## src/rtl/lsm_pkg.sv

```systemverilog
package lsm_pkg;
  localparam int unsigned LSM_NREG_DEF = 16;
  localparam int unsigned LSM_AW_DEF   = 32;
  localparam int unsigned LSM_WORD_B   = 4;
  typedef enum logic {ST_IDLE = 1'b0, ST_BEAT = 1'b1} lsm_state_e;
endpackage

```

## src/rtl/lsm_lowbit.sv

```systemverilog
module lsm_lowbit #(
  parameter int unsigned N  = 16,
  parameter int unsigned IW = $clog2(N)
) (
  input  logic [N-1:0]  vec,
  output logic          found,
  output logic [IW-1:0] idx
);
  always_comb begin
    found = 1'b0;
    idx   = '0;
    for (int i = N - 1; i >= 0; i--) begin
      if (vec[i]) begin
        found = 1'b1;
        idx   = IW'(i);
      end
    end
  end
endmodule

```

## src/rtl/lsm_beat_plan.sv

```systemverilog
module lsm_beat_plan #(
  parameter int unsigned N  = 16,
  parameter int unsigned IW = $clog2(N)
) (
  input  logic [N-1:0]  pend,
  input  logic          misal,
  output logic          s0_v,
  output logic [IW-1:0] s0_idx,
  output logic          s1_v,
  output logic [IW-1:0] s1_idx,
  output logic [N-1:0]  pend_next,
  output logic [1:0]    nregs
);
  localparam logic [N-1:0] ONE = {{(N-1){1'b0}}, 1'b1};

  logic [N-1:0]  clr0, clr1, pend_a;
  logic          f1;
  logic [IW-1:0] i1;

  lsm_lowbit #(.N(N), .IW(IW)) u_first (.vec(pend), .found(s0_v), .idx(s0_idx));

  always_comb begin
    clr0   = s0_v ? (ONE << s0_idx) : '0;
    pend_a = pend & ~clr0;
  end

  lsm_lowbit #(.N(N), .IW(IW)) u_second (.vec(pend_a), .found(f1), .idx(i1));

  always_comb begin
    s1_v      = f1 & ~misal;
    s1_idx    = i1;
    clr1      = s1_v ? (ONE << i1) : '0;
    pend_next = pend_a & ~clr1;
    nregs     = {1'b0, s0_v} + {1'b0, s1_v};
  end
endmodule

```

## src/rtl/lsm_xfer_seq.sv

```systemverilog
module lsm_xfer_seq
  import lsm_pkg::*;
#(
  parameter int unsigned NREG = LSM_NREG_DEF,
  parameter int unsigned AW   = LSM_AW_DEF,
  parameter int unsigned IW   = $clog2(NREG)
) (
  input  logic          clk,
  input  logic          rst_n,
  input  logic          start,
  input  logic [NREG-1:0] reg_mask,
  input  logic [AW-1:0] base_addr,
  input  logic          is_load,
  output logic          beat_valid,
  output logic          beat_is_load,
  output logic [AW-1:0] beat_addr,
  output logic          slot0_valid,
  output logic [IW-1:0] slot0_idx,
  output logic          slot1_valid,
  output logic [IW-1:0] slot1_idx,
  output logic          alu_stall,
  output logic          done,
  output logic [AW-1:0] final_addr
);
  localparam int unsigned ALIGN_BIT = $clog2(2 * LSM_WORD_B) - 1;

  lsm_state_e      state_q, state_n;
  logic [NREG-1:0] pend_q, pend_n;
  logic [AW-1:0]   addr_q, addr_n;
  logic            load_q, load_n;
  logic            done_q, done_n;

  logic            p_s0_v, p_s1_v;
  logic [IW-1:0]   p_s0_idx, p_s1_idx;
  logic [NREG-1:0] p_next;
  logic [1:0]      p_nregs;

  lsm_beat_plan #(.N(NREG), .IW(IW)) u_plan (
    .pend(pend_q), .misal(addr_q[ALIGN_BIT]),
    .s0_v(p_s0_v), .s0_idx(p_s0_idx), .s1_v(p_s1_v), .s1_idx(p_s1_idx),
    .pend_next(p_next), .nregs(p_nregs)
  );

  always_comb begin
    state_n = state_q;
    pend_n  = pend_q;
    addr_n  = addr_q;
    load_n  = load_q;
    done_n  = 1'b0;
    if (state_q == ST_IDLE) begin
      if (start) begin
        pend_n = reg_mask;
        addr_n = base_addr;
        load_n = is_load;
        if (reg_mask == '0) done_n = 1'b1;
        else                state_n = ST_BEAT;
      end
    end else begin
      pend_n = p_next;
      addr_n = addr_q + AW'({p_nregs, 2'b00});
      if (p_next == '0) begin
        state_n = ST_IDLE;
        done_n  = 1'b1;
      end
    end
  end

  always_ff @(posedge clk or negedge rst_n) begin
    if (!rst_n) begin
      state_q <= ST_IDLE;
      pend_q  <= '0;
      addr_q  <= '0;
      load_q  <= 1'b0;
      done_q  <= 1'b0;
    end else begin
      state_q <= state_n;
      pend_q  <= pend_n;
      addr_q  <= addr_n;
      load_q  <= load_n;
      done_q  <= done_n;
    end
  end

  always_comb begin
    beat_valid   = (state_q == ST_BEAT);
    beat_is_load = load_q;
    beat_addr    = addr_q;
    slot0_valid  = beat_valid & p_s0_v;
    slot0_idx    = p_s0_idx;
    slot1_valid  = beat_valid & p_s1_v;
    slot1_idx    = p_s1_idx;
    alu_stall    = beat_valid;
    done         = done_q;
    final_addr   = addr_q;
  end
endmodule

```

## config.mk

```make
export PLATFORM = sky130hd
export DESIGN_NAME = lsm_xfer_seq
export DESIGN_NICKNAME = d
export VERILOG_FILES = /design/src/rtl/lsm_pkg.sv /design/src/rtl/lsm_lowbit.sv /design/src/rtl/lsm_beat_plan.sv /design/src/rtl/lsm_xfer_seq.sv
export SDC_FILE = /design/constraint.sdc
export NUM_CORES = 1
export LEC_CHECK = 0
export BUFFER_PORTS_ARGS = -buffer_cell sky130_fd_sc_hd__buf_2
export CAP_MARGIN = 20
export CORE_ASPECT_RATIO = 0.8
export CORE_MARGIN = 1.5
export CORE_UTILIZATION = 47
export CTS_CLUSTER_DIAMETER = 40
export DETAILED_ROUTE_END_ITERATION = 10
export HOLD_SLACK_MARGIN = 0.08
export PLACE_DENSITY_LB_ADDON = 0.05
export REMOVE_ABC_BUFFERS = 1
export SYNTH_ARGS = -nofsm -noshare
export SYNTH_HDL_FRONTEND = slang
export SYNTH_HIERARCHICAL = 1
export SYNTH_SLANG_ARGS = --single-unit
export TNS_END_PERCENT = 5
```

## constraint.sdc

```tcl
create_clock -name clk -period 4.35 [get_ports clk]
set_input_delay 1.0875 -clock clk [delete_from_list [all_inputs] [get_ports clk]]
set_output_delay 1.0875 -clock clk [all_outputs]
set_load 0.005 [all_outputs]
```

==> report_table.html <==
<table>
<tr><th>Metric</th><th>Value</th></tr>
<tr><th colspan="2">Outcome</th></tr>
<tr><td>Run status</td><td>finished, violations left</td></tr>
<tr><td>Violations in the final reports</td><td>negative setup slack</td></tr>
<tr><th colspan="2">Floorplan</th></tr>
<tr><td>Horiz. Die Dim</td><td>108.3 um</td></tr>
<tr><td>Row count</td><td>30</td></tr>
<tr><td>Area of the core region</td><td>8558 um^2</td></tr>
<tr><td>Die extent in y</td><td>87.27 um</td></tr>
<tr><td>I/O pin count</td><td>130</td></tr>
<tr><td>Starting density of the core</td><td>48.74%</td></tr>
<tr><td>Die Outline Area</td><td>9453 um^2</td></tr>
<tr><th colspan="2">Drt</th></tr>
<tr><td>Count of vias placed by the detailed router</td><td>4428</td></tr>
<tr><td>Number of DRC violations after detailed routing</td><td>0</td></tr>
<tr><td>Total length of routed wires</td><td>13.01 mm</td></tr>
<tr><td>Initial drt markers</td><td>319</td></tr>
<tr><td>Number of detailed-route iterations in the first pass</td><td>4</td></tr>
<tr><td>Post-detailed-route via-to-cell ratio</td><td>5.677</td></tr>
<tr><td>Post-detailed-route wirelength per cell</td><td>16.68 um</td></tr>
<tr><td>Number of routed nets with antenna violations</td><td>0</td></tr>
<tr><th colspan="2">Synthesis</th></tr>
<tr><td>Syn Area/Cell</td><td>8.393 um^2</td></tr>
<tr><td>Simple-gate share of the synthesized area</td><td>25.79%</td></tr>
<tr><td>Adder and majority gate portion of the synthesized area</td><td>1.380%</td></tr>
<tr><td>Synth Warn #</td><td>6</td></tr>
<tr><td>Top post-synthesis cells by area</td><td>sky130_fd_sc_hd__dfrtp_1, sky130_fd_sc_hd__buf_4, sky130_fd_sc_hd__nor2b_1, sky130_fd_sc_hd__a211oi_1, sky130_fd_sc_hd__a21oi_1</td></tr>
<tr><td>Portion of synthesized cell area occupied by the leading cell type</td><td>30.59%</td></tr>
<tr><td>Complex-gate fraction of the synthesized area</td><td>22.44%</td></tr>
<tr><td>Fraction of synthesized area in multiplexers</td><td>5.159%</td></tr>
<tr><td>Yosys cell types</td><td>48</td></tr>
<tr><td>Post-synthesis sequential area ratio</td><td>30.59%</td></tr>
<tr><td>Syn Std Cell Area</td><td>4172 um^2</td></tr>
<tr><td>Parity-gate share of the synthesized area counting xor and xnor cells</td><td>2.939%</td></tr>
<tr><td>Fraction of synthesis flops using an asynchronous set or reset pin</td><td>100.0%</td></tr>
<tr><td>Top cell type by total area after synthesis</td><td>sky130_fd_sc_hd__dfrtp_1</td></tr>
<tr><td>Yosys reg bits</td><td>51</td></tr>
<tr><td>Most used DFF post-synth</td><td>sky130_fd_sc_hd__dfrtp_1</td></tr>
<tr><td>Largest family of logic cells by synthesized area</td><td>simple AND/OR/NAND/NOR gates</td></tr>
<tr><td>Cell count after synthesis</td><td>497</td></tr>
<tr><td>Number of enable-type register cells in the synthesized netlist</td><td>0</td></tr>
<tr><th colspan="2">Cells and area</th></tr>
<tr><td>Most used cells in the layout excluding fill and tap cells</td><td>sky130_fd_sc_hd__buf_2, sky130_fd_sc_hd__buf_4, sky130_fd_sc_hd__dfrtp_1</td></tr>
<tr><td>Number of nets in the final layout</td><td>723</td></tr>
<tr><td>Number of fill cells in the layout</td><td>761</td></tr>
<tr><td>Fraction of final layout cells with drive strength greater than 1</td><td>44.16%</td></tr>
<tr><td>Most common cell after layout, fill and taps aside</td><td>sky130_fd_sc_hd__buf_2</td></tr>
<tr><td>Area overhead of the layout relative to synthesis</td><td>35.45%</td></tr>
<tr><td>Number of diodes</td><td>0</td></tr>
<tr><th colspan="2">Clocking</th></tr>
<tr><td>TritonCTS clock tree</td><td>built</td></tr>
<tr><td>Number of buffers added by the clock tree synthesis step</td><td>5</td></tr>
<tr><td>Clock insertion delay at the later pin of the skew report</td><td>0.31 ns</td></tr>
<tr><td>Clock input transition at the sequential cells of the worst setup and hold paths</td><td>0.10 ns</td></tr>
<tr><td># H-tree levels</td><td>2</td></tr>
<tr><td>Maximum buffer depth of the clock tree</td><td>2</td></tr>
<tr><td>Hold-fix buffer count after cts</td><td>0</td></tr>
<tr><td>Count of clock tree sinks</td><td>51</td></tr>
<tr><td>Library cell used as clock root buffer</td><td>sky130_fd_sc_hd__clkbuf_8</td></tr>
<tr><th colspan="2">Place</th></tr>
<tr><td>Routability-driven placement congestion ratio</td><td>1.028</td></tr>
<tr><td>Buffers added on ports</td><td>129</td></tr>
<tr><td>DP HPWL</td><td>9.776 mm</td></tr>
<tr><th colspan="2">Timing</th></tr>
<tr><td>Setup repair after global routing missed its margin</td><td>true</td></tr>
<tr><td>Clk_skew</td><td>0.01693 ns</td></tr>
<tr><td>Timing-limited maximum frequency</td><td>0.2261 GHz</td></tr>
<tr><td>Relative slew margins</td><td>45.38%</td></tr>
<tr><td>Post-Route Setup TNS</td><td>-0.3133 ns</td></tr>
<tr><td>Post-layout minimum cycle time</td><td>4.422 ns</td></tr>
<tr><td>Final Setup Violations</td><td>5</td></tr>
<tr><td>Count of final max-slew check failures</td><td>0</td></tr>
<tr><td>Final hold viol count</td><td>0</td></tr>
<tr><td>Final clock period utilization by the worst path</td><td>101.7%</td></tr>
<tr><td>Setup slack of the critical path after layout</td><td>-0.07218 ns</td></tr>
<tr><td>Final hold slack</td><td>0.5120 ns</td></tr>
<tr><td>Transition time of the tightest slew-check pin</td><td>0.8193 ns</td></tr>
<tr><th colspan="2">Power</th></tr>
<tr><td>Total chip power</td><td>0.004564 W</td></tr>
<tr><td>Worst IR drop on VDD</td><td>0.5325 mV</td></tr>
<tr><td>PwrDens</td><td>807.7 nW/um^2</td></tr>
<tr><td>Cell leakage power</td><td>2.553 nW</td></tr>
<tr><th colspan="2">Worst hold path</th></tr>
<tr><td>Number of instances on the worst hold path</td><td>1</td></tr>
<tr><td>Class of the worst hold path</td><td>reg2reg</td></tr>
<tr><th colspan="2">Global routing</th></tr>
<tr><td>Number of global-route vias before repair</td><td>3882</td></tr>
<tr><td>Overall routing resource usage</td><td>27.12%</td></tr>
<tr><td>Global-route wire length before repair</td><td>19.88 mm</td></tr>
<tr><td>Initial antenna violation count</td><td>0</td></tr>
<tr><td>Largest net degree at the start of global routing</td><td>41</td></tr>
<tr><td>Global route total overflow</td><td>0</td></tr>
<tr><th colspan="2">Worst setup path</th></tr>
<tr><td>CP Class</td><td>reg2reg</td></tr>
<tr><td>R2r worst-path depth</td><td>23</td></tr>
<tr><td>Startpoint kind of the worst setup timing path</td><td>flip-flop</td></tr>
<tr><td>Worst-path fanout max</td><td>4</td></tr>
<tr><td>Data arrival time at the worst-slack endpoint</td><td>4.63 ns</td></tr>
<tr><td>Endpoint class of the critical path</td><td>flip-flop</td></tr>
<tr><td>Required time at the endpoint of the critical path</td><td>4.55 ns</td></tr>
<tr><th colspan="2">Flow run</th></tr>
<tr><td>Max-cap violations</td><td>0</td></tr>
</table>
layer usage:
| layer | global-route usage [%] | share of wire, % | vias up |
|---|---|---|---|
| li1 | - | - | 2152 |
| met1 | 41.88 | 50 | 2089 |
| met2 | 39.53 | 42 | 171 |
| met3 | 4.712 | 7.0 | 16 |
| met4 | 5.144 | 1.1 | 0 |
| met5 | 0 | 0 | - |
stage by stage:
stage / cell area (um^2) / worst slack [ns] / std cells / utilization, %
detailed placement: 5174 / -0.3724 / 755 / 60.45
CTS: 5522 / -0.05109 / 777 / 64.52
global route: 5650 / -0.2974 / 780 / 66.02
global placement: 5174 / -0.2371 / 755 / 60.45
finish: 5650 / -0.07218 / 780 / 66.02
floorplan: 3781 / -0.4009 / 435 / -
power by group:
part	switching, W	leakage [nW]	internal (W)
sequential	0.000363	0.608	0.000685
clock	0.000166	0.0412	0.000113
combinational	0.00161	1.90	0.00163
total	0.00214	2.55	0.00243
cells in the mapped netlist, drive strengths merged, types with 3 or more instances:
| cell | instances |
|---|---|
| a211oi | 28 |
| a21oi | 41 |
| a221oi | 16 |
| a31oi | 15 |
| and2 | 5 |
| and3 | 6 |
| and4 | 5 |
| buf | 42 |
| clkbuf | 20 |
| dfrtp | 51 |
| ha | 3 |
| inv | 26 |
| mux2 | 4 |
| mux2i | 17 |
| nand2 | 33 |
| nand3 | 8 |
| nand4 | 18 |
| nor2 | 22 |
| nor2b | 35 |
| nor3 | 7 |
| nor3b | 3 |
| nor4 | 14 |
| o21ai | 27 |
| o31ai | 7 |
| or3 | 7 |
| or4 | 6 |
| xnor2 | 7 |
| xor2 | 7 |
layout make-up:
class | count | area [um^2] | area share, %
Clock buffer | 6 | 72.57 | 1.284
Multi-Input combinational cell | 358 | 2663 | 47.12
Clock inverter | 2 | 12.51 | 0.2214
Timing Repair Buffer | 225 | 1384 | 24.49
Inverter | 26 | 97.59 | 1.727
Sequential cell | 51 | 1281 | 22.67
Tap cell | 112 | 140.1 | 2.480
registers in the layout, indices dropped and copies added (netlist names):
| register | flops |
|---|---|
| done | 1 |
| alu_stall | 1 |
| beat_addr | 32 |
| pend_q | 16 |
| beat_is_load | 1 |
critical path: stages (launching register included):
cell,delay [ns]
sky130_fd_sc_hd__dfrtp_1,0.42
sky130_fd_sc_hd__nor2_2,0.16
sky130_fd_sc_hd__nor3_2,0.06
sky130_fd_sc_hd__o31ai_2,0.26
sky130_fd_sc_hd__a31oi_2,0.16
sky130_fd_sc_hd__and3b_2,0.34
sky130_fd_sc_hd__a21oi_4,0.09
sky130_fd_sc_hd__nor4_4,0.26
sky130_fd_sc_hd__and3_4,0.24
sky130_fd_sc_hd__nand4_1,0.15
sky130_fd_sc_hd__buf_4,0.17
sky130_fd_sc_hd__buf_4,0.12
sky130_fd_sc_hd__buf_4,0.12
sky130_fd_sc_hd__buf_4,0.12
sky130_fd_sc_hd__buf_4,0.12
sky130_fd_sc_hd__buf_4,0.13
sky130_fd_sc_hd__nor4b_2,0.15
sky130_fd_sc_hd__buf_4,0.16
sky130_fd_sc_hd__a221oi_1,0.42
sky130_fd_sc_hd__nor4_1,0.12
sky130_fd_sc_hd__nand4_1,0.18
sky130_fd_sc_hd__nor4_2,0.06
sky130_fd_sc_hd__buf_4,0.15
sky130_fd_sc_hd__o21bai_1,0.14
worst paths after layout:
check                                          from                         to  slack [ns]
setup reg to reg             pend_q[15]$_DFFE_PN0P_             done$_DFF_PN0_       -0.07
min in group asynchronous                     rst_n  beat_addr[25]$_DFFE_PN0P_        0.84
hold reg to reg            beat_is_load$_DFFE_PN0P_   beat_is_load$_DFFE_PN0P_        0.51
setup / recovery             pend_q[15]$_DFFE_PN0P_             done$_DFF_PN0_       -0.07
hold / removal             beat_is_load$_DFFE_PN0P_   beat_is_load$_DFFE_PN0P_        0.51
max in group asynchronous                     rst_n     pend_q[11]$_DFFE_PN0P_        2.75
logic make-up (layout without fill, tap and decap cells):
family                   count (synthesis)  count (layout)
AO/OA/AOI/OAI                          139             139
XOR/XNOR                                14              14
adder cells (fa/ha/maj)                  4               4
buffers and inverters                   88             259
flip-flops                              51              51
multiplexers                            21              21
AND/OR/NAND/NOR                        180             180
timing repair:
action | in CTS | in global routing
setup buffers | 13 | 3
cloned | 1 | 0
pin swaps | 15 | 20
hold endpoints to repair | 0 | 0
resized for setup | 35 | 21
endpoints found under the setup margin | 21 | 23
(Power assumes the default switching activity.)
